$ cat src/rtl/dma_stream_pkg.sv
package dma_stream_pkg;
  localparam int FLG_TC   = 0;
  localparam int FLG_BUS  = 1;
  localparam int FLG_FIFO = 2;
  localparam int FLG_W    = 3;

  localparam int STRIDE   = 'h18;
  localparam int OFS_FLG  = 'h08;
  localparam int OFS_CTRL = 'h10;
  localparam int OFS_CNT  = 'h14;

  function automatic int reg_addr_of(input int id, input int ofs);
    return ofs + STRIDE * id;
  endfunction
endpackage

$ cat src/rtl/dma_stream_regif.sv
module dma_stream_regif
  import dma_stream_pkg::*;
#(
  parameter int AW        = 8,
  parameter int DW        = 32,
  parameter int CNT_W     = 16,
  parameter int STREAM_ID = 0
) (
  input  logic             reg_wr,
  input  logic [AW-1:0]    reg_addr,
  input  logic             en,
  input  logic             circ,
  input  logic [CNT_W-1:0] cnt,
  input  logic [FLG_W-1:0] flags,
  output logic             wr_ctrl,
  output logic             wr_cnt,
  output logic             wr_flg,
  output logic [DW-1:0]    reg_rdata
);
  localparam logic [AW-1:0] A_FLG  = AW'(reg_addr_of(STREAM_ID, OFS_FLG));
  localparam logic [AW-1:0] A_CTRL = AW'(reg_addr_of(STREAM_ID, OFS_CTRL));
  localparam logic [AW-1:0] A_CNT  = AW'(reg_addr_of(STREAM_ID, OFS_CNT));

  logic hit_flg, hit_ctrl, hit_cnt;

  assign hit_flg  = (reg_addr == A_FLG);
  assign hit_ctrl = (reg_addr == A_CTRL);
  assign hit_cnt  = (reg_addr == A_CNT);

  assign wr_ctrl = reg_wr && hit_ctrl;
  assign wr_cnt  = reg_wr && hit_cnt;
  assign wr_flg  = reg_wr && hit_flg;

  always_comb begin
    reg_rdata = '0;
    if (hit_ctrl) begin
      reg_rdata[0] = en;
      reg_rdata[1] = circ;
    end else if (hit_cnt) begin
      reg_rdata[CNT_W-1:0] = cnt;
    end else if (hit_flg) begin
      reg_rdata[FLG_W-1:0] = flags;
    end
  end
endmodule

$ cat src/rtl/dma_stream_counter.sv
module dma_stream_counter #(
  parameter int CNT_W = 16
) (
  input  logic             clk,
  input  logic             rst_n,
  input  logic             en,
  input  logic             circ,
  input  logic             wr_cnt,
  input  logic [CNT_W-1:0] wdata,
  input  logic             reload,
  input  logic             item_done,
  output logic [CNT_W-1:0] cnt,
  output logic [CNT_W-1:0] shadow,
  output logic             last_item,
  output logic             tc_pulse
);
  localparam logic [CNT_W-1:0] ONE = CNT_W'(1);

  logic [CNT_W-1:0] cnt_q, cnt_d, sh_q;
  logic             sw_load, done_acc, cnt_upd, tc_q;

  assign sw_load   = wr_cnt && !en;
  assign done_acc  = item_done && en && (cnt_q != '0);
  assign last_item = done_acc && (cnt_q == ONE);
  assign cnt_upd   = sw_load || reload || done_acc;

  always_comb begin
    cnt_d = cnt_q;
    if (sw_load)
      cnt_d = wdata;
    else if (reload)
      cnt_d = sh_q;
    else if (done_acc)
      cnt_d = (last_item && circ) ? sh_q : cnt_q - ONE;
  end

  always_ff @(posedge clk or negedge rst_n) begin
    if (!rst_n) begin
      cnt_q <= '0;
      sh_q  <= '0;
      tc_q  <= 1'b0;
    end else begin
      if (cnt_upd) cnt_q <= cnt_d;
      if (sw_load) sh_q  <= wdata;
      tc_q <= last_item;
    end
  end

  assign cnt      = cnt_q;
  assign shadow   = sh_q;
  assign tc_pulse = tc_q;
endmodule

$ cat src/rtl/dma_stream_enable.sv
module dma_stream_enable
  import dma_stream_pkg::*;
(
  input  logic             clk,
  input  logic             rst_n,
  input  logic             wr_ctrl,
  input  logic [1:0]       ctrl_wdata,
  input  logic             wr_flg,
  input  logic [FLG_W-1:0] flg_wdata,
  input  logic             last_item,
  input  logic             bus_err,
  input  logic             fifo_err,
  output logic             en,
  output logic             circ,
  output logic [FLG_W-1:0] flags,
  output logic             reload
);
  logic             en_q, en_d, circ_q, circ_d, set_go, hw_stop, sw_stop, flg_upd;
  logic [FLG_W-1:0] flg_q, flg_d, flg_set, flg_clr;

  assign set_go  = wr_ctrl && !en_q && ctrl_wdata[0] && (flg_q == '0);
  assign sw_stop = wr_ctrl && !ctrl_wdata[0];
  assign hw_stop = (last_item && !circ_q) || bus_err || fifo_err;

  always_comb begin
    flg_set           = '0;
    flg_set[FLG_TC]   = last_item;
    flg_set[FLG_BUS]  = bus_err && en_q;
    flg_set[FLG_FIFO] = fifo_err && en_q;
    flg_clr           = wr_flg ? flg_wdata : '0;
    flg_d             = (flg_q & ~flg_clr) | flg_set;
    flg_upd           = wr_flg || (flg_set != '0);
  end

  always_comb begin
    if (en_q) en_d = !(sw_stop || hw_stop);
    else      en_d = set_go;
    circ_d = (wr_ctrl && !en_q) ? ctrl_wdata[1] : circ_q;
  end

  always_ff @(posedge clk or negedge rst_n) begin
    if (!rst_n) begin
      en_q   <= 1'b0;
      circ_q <= 1'b0;
      flg_q  <= '0;
    end else begin
      en_q   <= en_d;
      circ_q <= circ_d;
      if (flg_upd) flg_q <= flg_d;
    end
  end

  assign en     = en_q;
  assign circ   = circ_q;
  assign flags  = flg_q;
  assign reload = set_go;
endmodule

$ cat src/rtl/dma_stream_ctrl.sv
module dma_stream_ctrl
  import dma_stream_pkg::*;
#(
  parameter int AW        = 8,
  parameter int DW        = 32,
  parameter int CNT_W     = 16,
  parameter int STREAM_ID = 0
) (
  input  logic          clk,
  input  logic          rst_n,
  input  logic          reg_wr,
  input  logic [AW-1:0] reg_addr,
  input  logic [DW-1:0] reg_wdata,
  output logic [DW-1:0] reg_rdata,
  input  logic          item_done,
  input  logic          bus_err,
  input  logic          fifo_err,
  output logic          stream_on,
  output logic          req_ok,
  output logic          tc_pulse
);
  logic [1:0]       rst_pipe;
  logic             rst_sync_n;
  logic             wr_ctrl_w, wr_cnt_w, wr_flg_w, circ_w, last_w, reload_w;
  logic [CNT_W-1:0] cnt_w, shadow_w;
  logic [FLG_W-1:0] flags_w;

  always_ff @(posedge clk or negedge rst_n) begin
    if (!rst_n) rst_pipe <= 2'b00;
    else        rst_pipe <= {rst_pipe[0], 1'b1};
  end
  assign rst_sync_n = rst_pipe[1];

  dma_stream_regif #(
    .AW(AW), .DW(DW), .CNT_W(CNT_W), .STREAM_ID(STREAM_ID)
  ) u_regif (
    .reg_wr    (reg_wr),
    .reg_addr  (reg_addr),
    .en        (stream_on),
    .circ      (circ_w),
    .cnt       (cnt_w),
    .flags     (flags_w),
    .wr_ctrl   (wr_ctrl_w),
    .wr_cnt    (wr_cnt_w),
    .wr_flg    (wr_flg_w),
    .reg_rdata (reg_rdata)
  );

  dma_stream_counter #(.CNT_W(CNT_W)) u_counter (
    .clk       (clk),
    .rst_n     (rst_sync_n),
    .en        (stream_on),
    .circ      (circ_w),
    .wr_cnt    (wr_cnt_w),
    .wdata     (reg_wdata[CNT_W-1:0]),
    .reload    (reload_w),
    .item_done (item_done),
    .cnt       (cnt_w),
    .shadow    (shadow_w),
    .last_item (last_w),
    .tc_pulse  (tc_pulse)
  );

  dma_stream_enable u_enable (
    .clk        (clk),
    .rst_n      (rst_sync_n),
    .wr_ctrl    (wr_ctrl_w),
    .ctrl_wdata (reg_wdata[1:0]),
    .wr_flg     (wr_flg_w),
    .flg_wdata  (reg_wdata[FLG_W-1:0]),
    .last_item  (last_w),
    .bus_err    (bus_err),
    .fifo_err   (fifo_err),
    .en         (stream_on),
    .circ       (circ_w),
    .flags      (flags_w),
    .reload     (reload_w)
  );

  assign req_ok = stream_on && (cnt_w != '0);
endmodule

$ cat config.mk
export PLATFORM = sky130hd
export DESIGN_NAME = dma_stream_ctrl
export DESIGN_NICKNAME = d
export VERILOG_FILES = /design/src/rtl/dma_stream_pkg.sv /design/src/rtl/dma_stream_regif.sv /design/src/rtl/dma_stream_counter.sv /design/src/rtl/dma_stream_enable.sv /design/src/rtl/dma_stream_ctrl.sv
export SDC_FILE = /design/constraint.sdc
export NUM_CORES = 1
export LEC_CHECK = 0
export ABC_CLOCK_PERIOD_IN_PS = 2500
export BUFFER_PORTS_ARGS = -buffer_cell sky130_fd_sc_hd__buf_2
export CAP_MARGIN = 20
export CELL_PAD_IN_SITES_DETAIL_PLACEMENT = 1
export CELL_PAD_IN_SITES_GLOBAL_PLACEMENT = 1
export CORE_ASPECT_RATIO = 0.75
export CORE_MARGIN = 1
export CORE_UTILIZATION = 41
export CTS_CLUSTER_SIZE = 30
export DETAILED_ROUTE_END_ITERATION = 16
export GPL_TIMING_DRIVEN = 0
export PLACE_DENSITY_LB_ADDON = 0.05
export SYNTH_ARGS = -nofsm -noshare
export SYNTH_HDL_FRONTEND = slang
export SYNTH_HIERARCHICAL = 1
export SYNTH_SLANG_ARGS = --single-unit
$ cat constraint.sdc
create_clock -name clk -period 2.5 [get_ports clk]
set_clock_uncertainty 0.05 [all_clocks]
set_input_delay 0.5 -clock clk [delete_from_list [all_inputs] [get_ports clk]]
set_output_delay 0.5 -clock clk [all_outputs]
set_load 0.03 [all_outputs]
# Word level (Yosys, flattened, before mapping)
# Index checks and enable logic that the tools add are counted.
dict set report classes {
  n_addsub 1
  bitwise 3
  n_reduce_logical 31
  n_eq_ne 4
  n_mux 11
}
# op n
set ops {}
lappend ops {{$mux 16} 4}
lappend ops {{$eq 16x1->1 const B} 1}
lappend ops {{$eq 8x5->1 const B} 2}
lappend ops {{$logic_and 1x1->1} 16}
lappend ops {{$reduce_bool 16->1} 1}
lappend ops {{$sub 16x1->16 const B} 1}
lappend ops {{$mux 14} 1}
lappend ops {{$mux 13} 1}
lappend ops {{$mux 3} 3}
lappend ops {{$eq 8x4->1 const B} 1}
lappend ops {{$logic_or 1x1->1} 6}
lappend ops {{$reduce_bool 3->1} 2}
lappend ops {{$logic_not 1->1} 4}
lappend ops {{$and 3x3->3} 1}
lappend ops {{$logic_not 3->1} 1}
lappend ops {{$not 3->3} 1}
lappend ops {{$or 3x3->3} 1}
lappend ops {{$mux 2} 1}
lappend ops {{$reduce_and 2->1} 1}
lappend ops {{$mux 1} 1}
dict set report totals {
  ff_bits 40
  output_inout_bits 35
  inputBits 46
  word_cells 57
}

# Depth between registers and ports, before layout
dict set report logic_depth {
  ltp_word 9
  ltp_mapped 10
  ltp_nobuf 9
}

# By module
# The synthesis kept the hierarchy.
# module seq_area_each_um2 cells_each area_each_um2 n_inst
set by_module_without_submodules {}
lappend by_module_without_submodules {dma_stream_counter 825.8 226 1963.1 1}
lappend by_module_without_submodules {dma_stream_regif 0.0 50 357.8 1}
lappend by_module_without_submodules {dma_stream_enable 125.1 19 231.5 1}
lappend by_module_without_submodules {dma_stream_ctrl 50.0 9 91.3 1}

# Least setup slack after synthesis
# Ideal clock, no wire load.
dict set report synth_timing {
  kind {input -> register}
  startpoint {in reg_addr[1]}
  endpoint {reg u_counter.cnt_q[3], in the netlist u_counter/cnt[3]}
  path_stages 9
  t_arrival_ps 2162
  setup_time_ps 126
  required_time_ps 2324
  path_buffers 1
  slack_ps 162
  cell_sequence {nor3_2 -> nand2_1 -> nor4bb_1 -> nor2b_2 -> and4b_4 -> a21o_1 -> buf_6 -> nor3_2 -> o32a_1}
}
dict set report synth_via {
  elab_chain_len 8
  elab_cells_between_ends 14
  classes_between {eq/ne (2); mux (2); reduce/logical (10)}
}
# element line_no
set synth_lines {}
lappend synth_lines {{start, declared} dma_stream_ctrl.sv:12} ;# input logic [AW-1:0] reg_addr,
lappend synth_lines {{$eq 8x5->1 *} dma_stream_regif.sv:27} ;# assign hit_ctrl = (reg_addr == A_CTRL);
lappend synth_lines {{$logic_and 1x1->1 *} dma_stream_regif.sv:30} ;# assign wr_ctrl = reg_wr && hit_ctrl;
lappend synth_lines {{via wr_ctrl_w} dma_stream_ctrl.sv:24} ;# logic wr_ctrl_w, wr_cnt_w, wr_flg_w, circ_w, last_w, reload_w;
lappend synth_lines {{$logic_and 1x1->1 * (3 in series)} dma_stream_enable.sv:21} ;# assign set_go = wr_ctrl && !en_q && ctrl_wdata[0] && (flg_q == '0);
lappend synth_lines {{via reload_w} dma_stream_ctrl.sv:24}
lappend synth_lines {{$logic_or 1x1->1 (2 in series)} dma_stream_counter.sv:25} ;# assign cnt_upd = sw_load || reload || done_acc;
lappend synth_lines {{$reduce_and 2->1 (no line)} -}
lappend synth_lines {{end signal, assigned} dma_stream_counter.sv:43} ;# if (cnt_upd) cnt_q <= cnt_d;
lappend synth_lines {{end, declared} dma_stream_counter.sv:19} ;# logic [CNT_W-1:0] cnt_q, cnt_d, sh_q;
# The timed path passes the listed nets; every way through them passes the cells marked *.
# A chain may end at the register's enable or synchronous reset.

# Worst setup path after layout
dict set report layout_timing {
  startpoint {reg u_counter.cnt_q[0], in the netlist u_counter/cnt[0]}
  endpoint {reg u_counter.cnt_q[0], in the netlist u_counter/cnt[0]}
}
dict set report layout_via {
  elab_chain_len 8
  elab_cells_between_ends 13
  classes_between {add/sub (1); eq/ne (1); mux (4); reduce/logical (7)}
}
# element
set layout_lines {}
lappend layout_lines {{branches (longest 8 deep; another with $sub 16x1->16)}}
# Parallel ways; which one is timed is not known. The select of a mux whose other input is x is not followed.

==> results.sh <==
export IMPL_tns_ns=0
export IMPL_synth_top_family_by_area="simple AND/OR/NAND/NOR gates"
export IMPL_synthMuxAreaShare_pct=0.4259
export IMPL_initial_utilization_pct=44.02
export IMPL_routedWlPerCell_um=20.36
export IMPL_r2r_start="u_counter/cnt[0]$_DFFE_PN0P_"
export IMPL_clockRootBuffer="clkbuf_8"
export IMPL_clk_pin_slew_ns=0.08
export IMPL_synth_cell_types=65
export IMPL_tightest_slew_ns=0.7738
export IMPL_endpoint_kind="register"
export IMPL_core_area_sq_um=6006
export IMPL_hold_class="reg2async"
export IMPL_relSlewSlack_pct=48.17
export IMPL_start_kind="register"
export IMPL_final_common_cell="nand2_1"
export IMPL_synthSimpleGateAreaFrac_pct=33.84
export IMPL_area_growth_synth_to_final_pct=26.55
export IMPL_io_pins=81
export IMPL_fin_ws_ns=0.008353
export IMPL_cp_max_fo=6
export IMPL_grt_max_degree=34
export IMPL_final_setup_viol_count=0
export IMPL_insertedDiodeCount=0
export IMPL_hold_viol=0
export IMPL_ys_flop_type="dfrtp_1"
export IMPL_cts_buffer_depth=2
export IMPL_reg2reg_to="u_counter/cnt[0]$_DFFE_PN0P_"
export IMPL_synth_seq_cells=40
export IMPL_max_stage_delay_ns=0.66
export IMPL_synth_compound_area_share_pct=15.85
export IMPL_antenna_found_initial=0
export IMPL_die_h_um=71.54
export IMPL_num_vias=2738
export IMPL_ys_seq_area_share_pct=37.86
export IMPL_numCtsBuffers=5
export IMPL_ir_drop_mv=0.3475
export IMPL_async_reset_ff_share_pct=100.0
export IMPL_dpl_worst_slack_ns=-0.4687
export IMPL_post_route_drc_count=0
export IMPL_grt_overflow_total=0
export IMPL_grt_pass1_vias=2730
export IMPL_path_class="reg2reg"
export IMPL_dieArea_sq_um=6777
export IMPL_run_status="finished clean"
export IMPL_grt_usage_pct=28.08
export IMPL_first_pass_iters=4
export IMPL_critPathRequiredTime_ns=2.67
export IMPL_htree_levels=2
export IMPL_place_gp_congestion=0.8939
export IMPL_ys_warn_count=6
export IMPL_synth_edff_count=0
export IMPL_p_leak_uw=0.001687
export IMPL_cpMaxStageDelayCell="a31oi_1"
export IMPL_vias_per_cell=5.876
export IMPL_drive_above_1_share_pct=32.22
export IMPL_r2r_slack_ns=0.008
export IMPL_synth_area_sq_um=2644
export IMPL_fmax_mhz=401.3
export IMPL_synth_xor_area_share_pct=1.988
export IMPL_mostFrequentLayoutCells="nand2_1 (61), buf_2 (48), dfrtp_1 (37)"
export IMPL_maxCapViolations=0
export IMPL_crit_top_cell="a31oi_1"
export IMPL_syn_avg_cell_area_sq_um=8.697
export IMPL_powerDensity_nw_per_um2=556.3
export IMPL_fillers=761
export IMPL_postRouteAntennaNets=0
export IMPL_wirelength_mm=9.486
export IMPL_worstPathCellList="inv_1 > ha_1 > nor4b_1 > nand4_1 > a31oi_1 > a22oi_1 > a31oi_1"
export IMPL_grt_first_pass_wirelength_mm=14.19
export IMPL_fin_hold_ws_ns=0.04720
export IMPL_slew_viol_final=0
export IMPL_synthAdderAreaFrac_pct=1.420
export IMPL_portBuffers=47
export IMPL_min_period_ns=2.492
export IMPL_period_share_pct=99.67
export IMPL_synthCells=304
export IMPL_finish_utilization_pct=55.71
export IMPL_cts_sinks=40
export IMPL_layout_nets=436
export IMPL_reg2reg_depth=7
export IMPL_dp_hpwl_mm=6.593
export IMPL_clock_latency_ns=0.30
export IMPL_die_w_um=94.73
export IMPL_arrival_ns=2.66
export IMPL_cts_tree="built"
export IMPL_cp_startpoint="u_counter/cnt[0]$_DFFE_PN0P_"
export IMPL_drtIter0Drc=238
export IMPL_rows=24
## sequential cells by signal, summed over array words and instances, names as in the netlist
| signal | cells |
|---|---|
| u_counter/tc_pulse | 1 |
| u_enable/flags | 3 |
| rst_pipe | 2 |
| u_counter/shadow | 16 |
| u_enable/en | 1 |
| u_counter/cnt | 16 |
| u_enable/circ | 1 |
## Yosys cell counts (5+ instances only)
library cell / number / share of area [%]
nand2_1: 62 / 8.8
a41oi_1: 5 / 1.7
buf_4: 16 / 4.5
a21oi_1: 6 / 1.1
clkbuf_1: 5 / 0.71
nand4_1: 5 / 1.2
nor2_1: 18 / 2.6
buf_6: 5 / 2.1
a31oi_1: 6 / 1.4
nand3_1: 20 / 3.8
a22oi_1: 5 / 1.4
and2_1: 13 / 3.1
xnor2_1: 5 / 1.7
dfrtp_1: 40 / 38
nor4_1: 6 / 1.4
## power by group
group / internal [uW] / switching [uW]
Clock: 327 / 257
Sequential: 692 / 84.8
Combinational: 213 / 288
Total: 1230 / 630
## worst max-delay path: cells and delay by family, from the launching register on
kind	cells	cell delay [ns]
AOI/OAI and AO/OA	3	1.04
buffers and inverters	1	0.14
adders and majority gates	1	0.20
and+or+nand+nor	2	0.53
DFF	1	0.46
## routing by layer
layer	share of wire [%]	GRT usage (%)	up-vias	wire length [um]
met3	7.2	6.476	16	686
li1	-	-	1235	-
met1	44	39.53	1380	4207
met2	47	42.77	107	4470
met5	0	3.788	-	0
met4	1.3	8.081	0	121
## worst max-delay path by stage
stage	end	cells past startpoint	slack, ns
floorplan	u_counter/cnt[3]$_DFFE_PN0P_	9	0.16
global placement	u_counter/cnt[3]$_DFFE_PN0P_	10	-0.40
detailed placement	u_counter/cnt[2]$_DFFE_PN0P_	10	-0.47
CTS	u_counter/cnt[10]$_DFFE_PN0P_	10	0.009
global route	u_counter/cnt[11]$_DFFE_PN0P_	10	-0.07
finish	u_counter/cnt[0]$_DFFE_PN0P_	7	0.008
## timing repair
item | CTS | global route
pin swaps | 1 | 3
buffers inserted | 1 | 10
setup endpoints to repair | 13 | 17
hold endpoints to repair | 2 | 0
cloned | 0 | 1
resized for setup | 3 | 14
hold buffers | 1 | 0
## final cells by class
class,count,area (sq um),area share [%]
multi-input combinational,248,1551,46.37
clock buffer,6,82.58,2.468
tap,78,97.59,2.917
inverter,4,15.01,0.4488
buffer,28,207.7,6.208
sequential,40,1005,30.03
clock inverter,2,38.79,1.159
timing repair buffer,60,347.8,10.40
## metrics by stage
stage | cell area, sq um | std cells | total power, uW
after detailed placement | 3054 | 445 | 1225
after global placement | 3033 | 444 | 1204
final | 3346 | 466 | 1861
after floorplan | 2700 | 319 | 1089
after global routing | 3346 | 466 | 1938
after CTS | 3208 | 455 | 1817
## cell families after synthesis
group | count (synthesis)
other cells | 2
buf+inv | 32
fa+ha+maj | 3
flops | 40
compound gates | 57
simple gates | 163
xor+xnor | 6
mux | 1
No activity file was read; power rests on OpenSTA's default activity.
